--- src/rtl/swd_frame_pkg.sv ---
package swd_frame_pkg;
   typedef enum logic [2:0] {
      SYM_ZERO  = 3'd0,
      SYM_ONE   = 3'd1,
      SYM_START = 3'd2,
      SYM_ATTN  = 3'd3,
      SYM_RESET = 3'd4
   } sym_e;
endpackage

--- src/rtl/swd_len_decode.sv ---
module swd_len_decode #(
   parameter int REG_W  = 6,
   parameter int NSHORT = 3,
   parameter logic [NSHORT*REG_W-1:0] SHORT_LIST = {6'h20, 6'h04, 6'h00}
) (
   input  logic [REG_W-1:0] reg_num,
   output logic             is_short
);
   logic [NSHORT-1:0] hit;

   if (NSHORT < 1) begin : g_bad_list
      $error("swd_len_decode: NSHORT must be at least 1");
   end

   for (genvar gi = 0; gi < NSHORT; gi++) begin : g_cmp
      assign hit[gi] = (reg_num == SHORT_LIST[gi*REG_W +: REG_W]);
   end

   assign is_short = |hit;
endmodule

--- src/rtl/swd_shift.sv ---
module swd_shift #(
   parameter int W = 16
) (
   input  logic         clk,
   input  logic         rst_n,
   input  logic         clr,
   input  logic         load,
   input  logic [W-1:0] load_val,
   input  logic         shift_en,
   input  logic         din,
   output logic [W-1:0] q,
   output logic         msb
);
   if (W < 2) begin : g_bad_w
      $error("swd_shift: W must be at least 2");
   end

   always_ff @(posedge clk or negedge rst_n) begin
      if (!rst_n)        q <= '0;
      else if (clr)      q <= '0;
      else if (load)     q <= load_val;
      else if (shift_en) q <= {q[W-2:0], din};
   end

   assign msb = q[W-1];

   assert_load_shift_excl_R6: assert property (@(posedge clk) disable iff (!rst_n)
      !(load && shift_en));
endmodule

--- src/rtl/swd_parity_acc.sv ---
module swd_parity_acc (
   input  logic clk,
   input  logic rst_n,
   input  logic clr,
   input  logic en,
   input  logic din,
   output logic par
);
   always_ff @(posedge clk or negedge rst_n) begin
      if (!rst_n)   par <= 1'b0;
      else if (clr) par <= 1'b0;
      else if (en)  par <= par ^ din;
   end

   assert_clr_zero_R3: assert property (@(posedge clk) disable iff (!rst_n)
      clr |=> !par);
endmodule

--- src/rtl/swd_frame_slave.sv ---
module swd_frame_slave
   import swd_frame_pkg::*;
#(
   parameter int DEV_W    = 3,
   parameter int REG_W    = 6,
   parameter int DAT_W    = 16,
   parameter int SHORT_W  = 8,
   parameter int STRAP_W  = 2,
   parameter int NSHORT   = 3,
   parameter logic [NSHORT*REG_W-1:0] SHORT_LIST = {6'h20, 6'h04, 6'h00},
   parameter int CTRL_REG = 5
) (
   input  logic               clk,
   input  logic               rst_n,
   input  logic               sym_valid,
   input  logic [2:0]         sym_code,
   input  logic [STRAP_W-1:0] strap,
   output logic [REG_W-1:0]   reg_addr,
   input  logic [DAT_W-1:0]   reg_rdata,
   output logic               reg_re,
   output logic               reg_we,
   output logic               reg_bcast,
   output logic [DAT_W-1:0]   reg_wdata,
   output logic               reply_one,
   output logic               bus_err
);
   localparam int P_REG = DEV_W;
   localparam int P_RW  = DEV_W + REG_W;
   localparam int P_DAT = P_RW + 1;
   localparam int MAXB  = P_DAT + DAT_W + 2;
   localparam int CNT_W = $clog2(MAXB + 1);
   localparam logic [CNT_W-1:0] C_DEVL = CNT_W'(P_REG - 1);
   localparam logic [CNT_W-1:0] C_REG  = CNT_W'(P_REG);
   localparam logic [CNT_W-1:0] C_RW   = CNT_W'(P_RW);
   localparam logic [CNT_W-1:0] C_DAT  = CNT_W'(P_DAT);
   localparam logic [REG_W-1:0] C_CTRL = REG_W'(CTRL_REG);

   if (SHORT_W < 1 || SHORT_W >= DAT_W) begin : g_bad_short
      $error("swd_frame_slave: SHORT_W must lie in 1..DAT_W-1");
   end
   if (STRAP_W >= DEV_W) begin : g_bad_strap
      $error("swd_frame_slave: straps plus one must fit the device number");
   end
   if (CTRL_REG >= (1 << REG_W)) begin : g_bad_ctrl
      $error("swd_frame_slave: CTRL_REG outside the register space");
   end

   logic             active, mine, bcast, is_rd;
   logic [CNT_W-1:0] cnt;
   logic [DEV_W-1:0] dev_sh, own;
   logic             we_q, err_q, bcast_q;
   logic [DAT_W-1:0] wdata_q;

   // symbol classification
   logic is_bit, b, take, got_start, got_reset;
   assign is_bit    = sym_valid && (sym_code == SYM_ZERO || sym_code == SYM_ONE);
   assign b         = (sym_code == SYM_ONE);
   assign take      = active && is_bit;
   assign got_start = sym_valid && (sym_code == SYM_START);
   assign got_reset = sym_valid && (sym_code == SYM_RESET);

   // field length from register number
   logic             is_short;
   logic [CNT_W-1:0] dlen, p_par, p_ack;
   swd_len_decode #(.REG_W(REG_W), .NSHORT(NSHORT), .SHORT_LIST(SHORT_LIST)) u_len (
      .reg_num (reg_addr),
      .is_short(is_short)
   );
   assign dlen  = is_short ? CNT_W'(SHORT_W) : CNT_W'(DAT_W);
   assign p_par = C_DAT + dlen;
   assign p_ack = p_par + CNT_W'(1);

   logic [DEV_W-1:0] dev_next;
   assign dev_next = {dev_sh[DEV_W-2:0], b};

   logic in_data;
   assign in_data = (cnt >= C_DAT) && (cnt < p_par);

   assign reg_re = take && (cnt == C_RW) && b && mine && !bcast;

   // shared data shifter: shifts in write data, shifts out read data
   logic [DAT_W-1:0] sh_q, load_val;
   logic             sh_msb;
   assign load_val = is_short ? {reg_rdata[SHORT_W-1:0], {(DAT_W-SHORT_W){1'b0}}}
                              : reg_rdata;
   swd_shift #(.W(DAT_W)) u_sh (
      .clk     (clk),
      .rst_n   (rst_n),
      .clr     (got_start),
      .load    (reg_re),
      .load_val(load_val),
      .shift_en(take && in_data),
      .din     (b),
      .q       (sh_q),
      .msb     (sh_msb)
   );

   logic par;
   swd_parity_acc u_par (
      .clk  (clk),
      .rst_n(rst_n),
      .clr  (got_start),
      .en   (take && (cnt <= p_par)),
      .din  (b),
      .par  (par)
   );

   always_ff @(posedge clk or negedge rst_n) begin
      if (!rst_n) begin
         active   <= 1'b0;
         cnt      <= '0;
         dev_sh   <= '0;
         own      <= '0;
         mine     <= 1'b0;
         bcast    <= 1'b0;
         is_rd    <= 1'b0;
         reg_addr <= '0;
         we_q     <= 1'b0;
         err_q    <= 1'b0;
         bcast_q  <= 1'b0;
         wdata_q  <= '0;
      end else begin
         we_q  <= 1'b0;
         err_q <= 1'b0;
         if (got_start) begin
            active <= 1'b1;
            cnt    <= '0;
            own    <= DEV_W'(strap) + DEV_W'(1);
            mine   <= 1'b0;
            bcast  <= 1'b0;
            is_rd  <= 1'b0;
         end else if (got_reset) begin
            active <= 1'b0;
         end else if (take) begin
            cnt <= cnt + CNT_W'(1);
            if (cnt < C_REG) dev_sh <= dev_next;
            if (cnt == C_DEVL) begin
               mine  <= (dev_next == own) || (dev_next == '0);
               bcast <= (dev_next == '0);
            end
            if (cnt >= C_REG && cnt < C_RW) reg_addr <= {reg_addr[REG_W-2:0], b};
            if (cnt == C_RW) begin
               is_rd <= b;
               if (bcast && (b || reg_addr != C_CTRL)) mine <= 1'b0;
            end
            if (cnt == p_ack) begin
               active <= 1'b0;
               if (mine) begin
                  if (!is_rd) begin
                     if (!par && b) begin
                        we_q    <= 1'b1;
                        wdata_q <= sh_q;
                        bcast_q <= bcast;
                     end else begin
                        err_q <= 1'b1;
                     end
                  end else if (!b) begin
                     err_q <= 1'b1;
                  end
               end
            end
         end
      end
   end

   assign reply_one = active && mine && cnt > C_RW &&
                      (( is_rd && in_data && sh_msb) ||
                       ( is_rd && (cnt == p_par) && par) ||
                       (!is_rd && (cnt == p_ack) && !par));

   assign reg_we    = we_q;
   assign bus_err   = err_q;
   assign reg_bcast = bcast_q;
   assign reg_wdata = wdata_q;

   assert_we_err_excl_R4: assert property (@(posedge clk) disable iff (!rst_n)
      !(reg_we && bus_err));
   assert_we_after_one_R4: assert property (@(posedge clk) disable iff (!rst_n)
      reg_we |-> $past(sym_valid && sym_code == SYM_ONE));
   assert_err_after_strobe_R5: assert property (@(posedge clk) disable iff (!rst_n)
      bus_err |-> $past(sym_valid));
   assert_bcast_ctrl_only_R8: assert property (@(posedge clk) disable iff (!rst_n)
      (reg_we && reg_bcast) |-> (reg_addr == C_CTRL));
   assert_no_reply_idle_R10: assert property (@(posedge clk) disable iff (!rst_n)
      $fell(active) |=> !reply_one);
endmodule

--- config.mk ---
export PLATFORM = sky130hd
export DESIGN_NAME = swd_frame_slave
export DESIGN_NICKNAME = d
export VERILOG_FILES = /design/src/rtl/swd_frame_pkg.sv /design/src/rtl/swd_len_decode.sv /design/src/rtl/swd_shift.sv /design/src/rtl/swd_parity_acc.sv /design/src/rtl/swd_frame_slave.sv
export SDC_FILE = /design/constraint.sdc
export NUM_CORES = 1
export LEC_CHECK = 0
export BUFFER_PORTS_ARGS = -buffer_cell sky130_fd_sc_hd__buf_2
export CORE_ASPECT_RATIO = 0.9
export CORE_MARGIN = 4
export CORE_UTILIZATION = 45
export DETAILED_ROUTE_END_ITERATION = 8
export PLACE_DENSITY = 0.67
export SKIP_LAST_GASP = 1
export SYNTH_ARGS = -nofsm -noshare
export SYNTH_HDL_FRONTEND = slang
export SYNTH_SLANG_ARGS = --single-unit
--- constraint.sdc ---
create_clock -name clk -period 2.7 [get_ports clk]
set_input_delay 0.135 -clock clk [delete_from_list [all_inputs] [get_ports clk]]
set_output_delay 0.135 -clock clk [all_outputs]
set_load 0.005 [all_outputs]
== Word level (Yosys, flattened, before mapping) ==
Index checks and enable logic that the tools add are counted.

* Bits in registers: 56
* Word-level logic and storage cells: 133

* Add/sub/neg operators: 4
* Order comparisons: 7
* Equality and inequality tests: 12
* Mux-type cells: 43
* Bitwise gates (word level): 4
* Reductions and logical operators: 49

{| class="wikitable"
|+ Operator list
! kind !! count
|-
| 2-to-1 mux 16 bit || 4
|-
| 2-to-1 mux 1 bit || 35
|-
| logical AND 1 bit || 23
|-
| 2-to-1 mux 5 bit || 4
|-
| adder 5 x 1 -> 5 bit (second input constant) || 2
|-
| equality test 5 bit || 2
|-
| nonzero test 3 bit || 3
|-
| AND reduction 4 bit || 2
|-
| nonzero test 2 bit || 4
|-
| AND reduction 7 bit || 1
|-
| equality test 6 x 3 -> 1 bit (second input constant) || 1
|-
| equality test 6 bit (second input constant) || 1
|-
| logical NOT 3 bit || 2
|-
| logical NOT 6 bit || 1
|-
| inequality test 6 x 3 -> 1 bit (second input constant) || 1
|-
| AND reduction 3 bit || 2
|-
| adder 4 x 5 -> 5 bit (first input constant) || 1
|-
| equality test 5 x 2 -> 1 bit (second input constant) || 1
|-
| equality test 5 x 4 -> 1 bit (second input constant) || 1
|-
| greater-or-equal comparator 5 x 2 -> 1 bit (second input constant) || 1
|-
| greater-or-equal comparator 5 x 4 -> 1 bit (second input constant) || 1
|-
| greater-than comparator 5 x 4 -> 1 bit (second input constant) || 1
|-
| less-or-equal comparator 5 bit || 1
|-
| logical OR 1 bit || 5
|-
| other kinds (14) || 19
|}

== Logic depth before layout (Yosys ltp) ==
* Depth in word-level cells: 11
* Gate-level depth with buffers: 11
* Gate-level depth less buffers: 9

== Hierarchy ==
Synthesis repeated with hierarchy kept, for this count alone.

* Cell total of the unflattened synthesis: 261
* Area, all modules: 3060.4 um2

{| class="wikitable"
|+ By module, submodules not included
! module !! instances !! cells an instance !! area each (um2) !! seq. area each (um2)
|-
| swd_frame_slave || 1 || 183 || 2103.3 || 975.9
|-
| swd_shift || 1 || 72 || 893.4 || 400.4
|-
| swd_parity_acc || 1 || 4 || 51.3 || 25.0
|-
| swd_len_decode || 1 || 2 || 12.5 || 0.0
|}

== Worst setup path after synthesis ==
OpenSTA, ideal clock, no wires.

* Path type: register to register
* Start point: register reg_addr[2]
* End point: register wdata_q[10] (netlist: reg_wdata[10])
* Data arrival time: 2594 ps
* Data required time: 2575 ps
* Path slack: -18 ps
* Stages on the path, launching flop included: 12
* Path buffers: 2
* Cell sequence: dfrtp_1 -> a21oi_1 -> nand2_1 -> clkbuf_1 -> inv_1 -> ha_1 -> nand2_1 -> nor2b_1 -> nand3_1 -> nor2_2 -> buf_4 -> mux2_2

* Longest elaborated chain between the ends: 7
* Elaborated cells between the ends (all ways): 9

{| class="wikitable"
|+ Ends and longest elaborated chain
! what !! RTL line !! RTL
|-
| start, declared || swd_frame_slave.sv:18 || <nowiki>output logic [REG_W-1:0] reg_addr,</nowiki>
|-
| start signal, assigned || swd_frame_slave.sv:141 || <nowiki>if (cnt >= C_REG && cnt < C_RW) reg_addr <= {reg_addr[REG_W-2:0], b};</nowiki>
|-
| equality test 6 x 3 -> 1 bit, or another cell as far along || swd_len_decode.sv:16 || <nowiki>assign hit[gi] = (reg_num == SHORT_LIST[gi*REG_W +: REG_W]);</nowiki>
|-
| OR reduction 3 bit * || swd_len_decode.sv:19 || <nowiki>assign is_short = |hit;</nowiki>
|-
| 2-to-1 mux 5 bit * || swd_frame_slave.sv:69 || <nowiki>assign dlen = is_short ? CNT_W'(SHORT_W) : CNT_W'(DAT_W);</nowiki>
|-
| adder 4 x 5 -> 5 bit * || swd_frame_slave.sv:70 || <nowiki>assign p_par = C_DAT + dlen;</nowiki>
|-
| adder 5 x 1 -> 5 bit * || swd_frame_slave.sv:71 || <nowiki>assign p_ack = p_par + CNT_W'(1);</nowiki>
|-
| equality test 5 bit * || swd_frame_slave.sv:146 || <nowiki>if (cnt == p_ack) begin</nowiki>
|-
| AND reduction 7 bit (no source line) * || - ||
|-
| end signal, assigned || swd_frame_slave.sv:152 || <nowiki>wdata_q <= sh_q;</nowiki>
|-
| end, declared || swd_frame_slave.sv:52 || <nowiki>logic [DAT_W-1:0] wdata_q;</nowiki>
|}

Mark *: on every way between the ends. The rest lies on a longest branch, timed or not.
A chain may end at the register's enable or synchronous reset.

== Final worst setup path ==
* Start point: register reg_addr[1]
* End point: output reply_one

* Longest elaborated chain between the ends: 11
* Elaborated cells between the ends (all ways): 20

{| class="wikitable"
|+ Ends and longest elaborated chain
! what !! RTL line !! RTL
|-
| equality test 6 x 3 -> 1 bit, or another cell as far along || swd_len_decode.sv:16 ||
|-
| OR reduction 3 bit * || swd_len_decode.sv:19 ||
|-
| 2-to-1 mux 5 bit * || swd_frame_slave.sv:69 ||
|-
| adder 4 x 5 -> 5 bit * || swd_frame_slave.sv:70 ||
|-
| branches (longest 5 deep; another with adder 5 x 1 -> 5 bit) || - ||
|-
| logical OR 1 bit * || swd_frame_slave.sv:168 || <nowiki>( is_rd && (cnt == p_par) && par) ||</nowiki>
|-
| logical AND 1 bit * || swd_frame_slave.sv:166 || <nowiki>assign reply_one = active && mine && cnt > C_RW &&</nowiki>
|-
| end, declared || swd_frame_slave.sv:24 || <nowiki>output logic reply_one,</nowiki>
|}

Every way passes the cells marked *.

==> flow_summary.ini <==
[run_status]
status = finished, final reports clean

[critical_path]
cp.required_ns = 2.57
cp_max_fo = 4
crit_chain = nor3_1, nand2_1, inv_1, ha_1, nand2_1, o41ai_1, a21oi_1, nor4_1, buf_2
crit_slowest_cell = dfrtp_1
crit_type = reg -> out
max_stage_delay_ns = 0.41
worstSetupEndpointType = output port
rrSetupSlack_ns = 0.39
cp_common_cell = nand2_1
crit_path_start_kind = flip-flop
arrival_ns = 2.28

[power]
p_per_area_mw_per_mm2 = 530
p_sw_mw = 0.513
pwr-share-seq = 0.550
p_int_mw = 1.26
irDropWorstVdd_uv = 344
power.leakage_nw = 1.55
clockPowerShare = 0.259
p_total_mw = 1.77
switching_share = 0.290
comb_power_share = 0.191

[clock_network]
cts_tree = done
cts_root_buffer = clkbuf_8
cts.htree.levels = 2
clockBufferDepth = 2
cts_buffers = 5
cts_resized = 0
clkSlewWorstSetupHoldPaths_ns = 0.09
insertion_delay_ns = 0.29
clock-sinks = 56

[routing]
ant_nets = 0
wl_um = 6260
drc = 0
via_count = 2207
routedWlPerCell_um = 15.4
drt-pass1-iter-count = 4
drt_iter0_markers = 111
vias_per_cell = 5.44

[floorplanning]
row_count = 27
initial_core_util = 0.468
core_area_sq_mm = 0.00618
die_w_um = 92.5
die_area_sq_mm = 0.00778
fp.dieH_um = 84.1
ios = 51

[logic_synthesis]
synth_top_area_share = 0.484
synthCells = 268
ys_seq_elements = 56
synth_cell_type_count = 50
synth_most_common_cell = dfrtp_1
syn-cell-area_sq_mm = 0.00289
synth_edf_count = 0
postSynth.topFlopCell = dfrtp_1
synth_area_per_cell_sq_um = 10.8
synth_area_leaders = dfrtp_1, mux2_2, nand3_1
synthTopCellsByCount = dfrtp_1, mux2_2, nand2_1
ys_async_sr_fraction = 1.00
synth_area_leader_cell = dfrtp_1
synth_seq_area_share = 0.484
ys_warn_count = 0
syn-num-nets = 298

[cells_and_area]
drive_gt1_frac = 0.335
fillers = 560
antenna_cells = 0
area_growth_pct = 15.5
post-route-util = 0.541
nets = 348

[place]
place.gp.congestion = 0.918
port_buffers = 50
dp_hpwl_um = 4510

[timing]
relSlewSlack = 0.447
timing.final.crit_share = 0.893
fmax_mhz = 415
finClkSkew_ns = 0.00443
rsz0062_at_grt = no
hold_violations = 0
final-max-slew-violation-count = 0
worst_pin_slew_ns = 0.829
tns_ns = 0
setup_viol = 0
fin_crit_ns = 2.41

[global_route]
antenna_found_initial = 0
grt_overflow = 0
first_global_vias = 2136
grt_pass1_wl_um = 10600
grtUsageTotal = 0.168
grt_max_degree = 38

[flow_run]
max_cap_violations = 0

[min_path]
hold_class = in -> reg
## sequential cells by signal, summed over array words and instances, names as in the netlist
signal / cells
cnt: 5
u_par.par: 1
dev_sh: 2
u_sh.q: 16
reg_wdata: 16
bus_err: 1
is_rd: 1
reg_addr: 6
reg_bcast: 1
bcast: 1
own: 3
mine: 1
reg_we: 1
active: 1
## metal layers
| layer | up-vias | part of all wire | global-route usage |
|---|---|---|---|
| met4 | 0 | 0.0088 | 0.0405 |
| met5 | - | 0 | 0 |
| li1 | 1073 | - | - |
| met2 | 49 | 0.47 | 0.260 |
| met3 | 4 | 0.037 | 0.0334 |
| met1 | 1081 | 0.49 | 0.244 |
## cell type report
cell class	count	area, sq um	area share
Clock inverter	1	7.51	0.00225
Multi-Input combinational cell	190	1380	0.414
Inverter	6	22.5	0.00674
Sequential cell	56	1400	0.419
Tap cell	87	109	0.0326
Clock buffer	7	86.3	0.0258
Timing Repair Buffer	59	333	0.0996
## worst paths after layout
kind | depth (start not counted) | endpoint | startpoint
min in group asynchronous | 2 | reg_addr[0] | rst_n
max in group asynchronous | 3 | u_sh.q[2] | rst_n
min | 2 | own[0] | strap[0]
min reg2reg | 1 | reg_wdata[3] | reg_wdata[3]
max reg2reg | 10 | reg_wdata[0] | reg_addr[1]
max | 9 | reply_one | reg_addr[1]
## cells in the final DEF, fill, tap and decap left out, types with 3 or more instances in the layout
cell type / count
dfrtp_1: 56
buf_2: 50
mux2_2: 33
nand2_1: 26
nand3_1: 25
a21oi_1: 14
o21ai_0: 12
mux2i_1: 8
o21ai_1: 8
a31o_1: 8
buf_4: 7
ha_1: 6
clkbuf_8: 6
inv_1: 5
nor2b_1: 4
xnor2_1: 4
nor3_1: 3
a211oi_1: 3
## kinds of logic (layout without fill, tap and decap cells)
kind of cell	Yosys count	after routing	share of synthesized area
AOI/OAI and AO/OA	57	57	0.125
xor gates and xnor gates	6	6	0.0182
adders and majority gates	6	6	0.0260
buffers and inverters	22	73	0.0376
DFF	56	56	0.484
muxes	41	41	0.156
and+or+nand+nor	80	80	0.153
## power by group through the flow
stage	combinational, mW	clock (mW)	sequential (mW)
after floorplan	0.256	0	0.953
after global placement	0.328	0	0.989
after detailed placement	0.333	0	0.990
after CTS	0.337	0.484	0.973
after global routing	0.381	0.506	0.985
final	0.338	0.460	0.975
## worst max-delay path: cells and delay by family (launching register included)
kind	cells	cell delay [ns]
simple gates	4	0.76
flops	1	0.41
compound gates	2	0.38
buf+inv	2	0.25
fa+ha+maj	1	0.18
## metrics by stage
stage / cells / hold WS, ns / setup slack [ns] / cell area [sq um]
2_1_floorplan: 268 / -0.161 / 0.0842 / 2890
3_3_place_gp: 397 / 0.283 / 0.390 / 3240
3_5_place_dp: 397 / 0.283 / 0.377 / 3240
4_1_cts: 406 / 0.0321 / 0.282 / 3340
5_1_grt: 406 / 0.0491 / 0.0285 / 3340
6_report: 406 / 0.0412 / 0.290 / 3340
## timing repair
item	4_1_cts	5_1_grt
setup buffers	0	0
hold buffers	1	0
hold endpoints to repair	36	0
endpoints found under the setup margin	0	0
(Power assumes the default switching activity.)
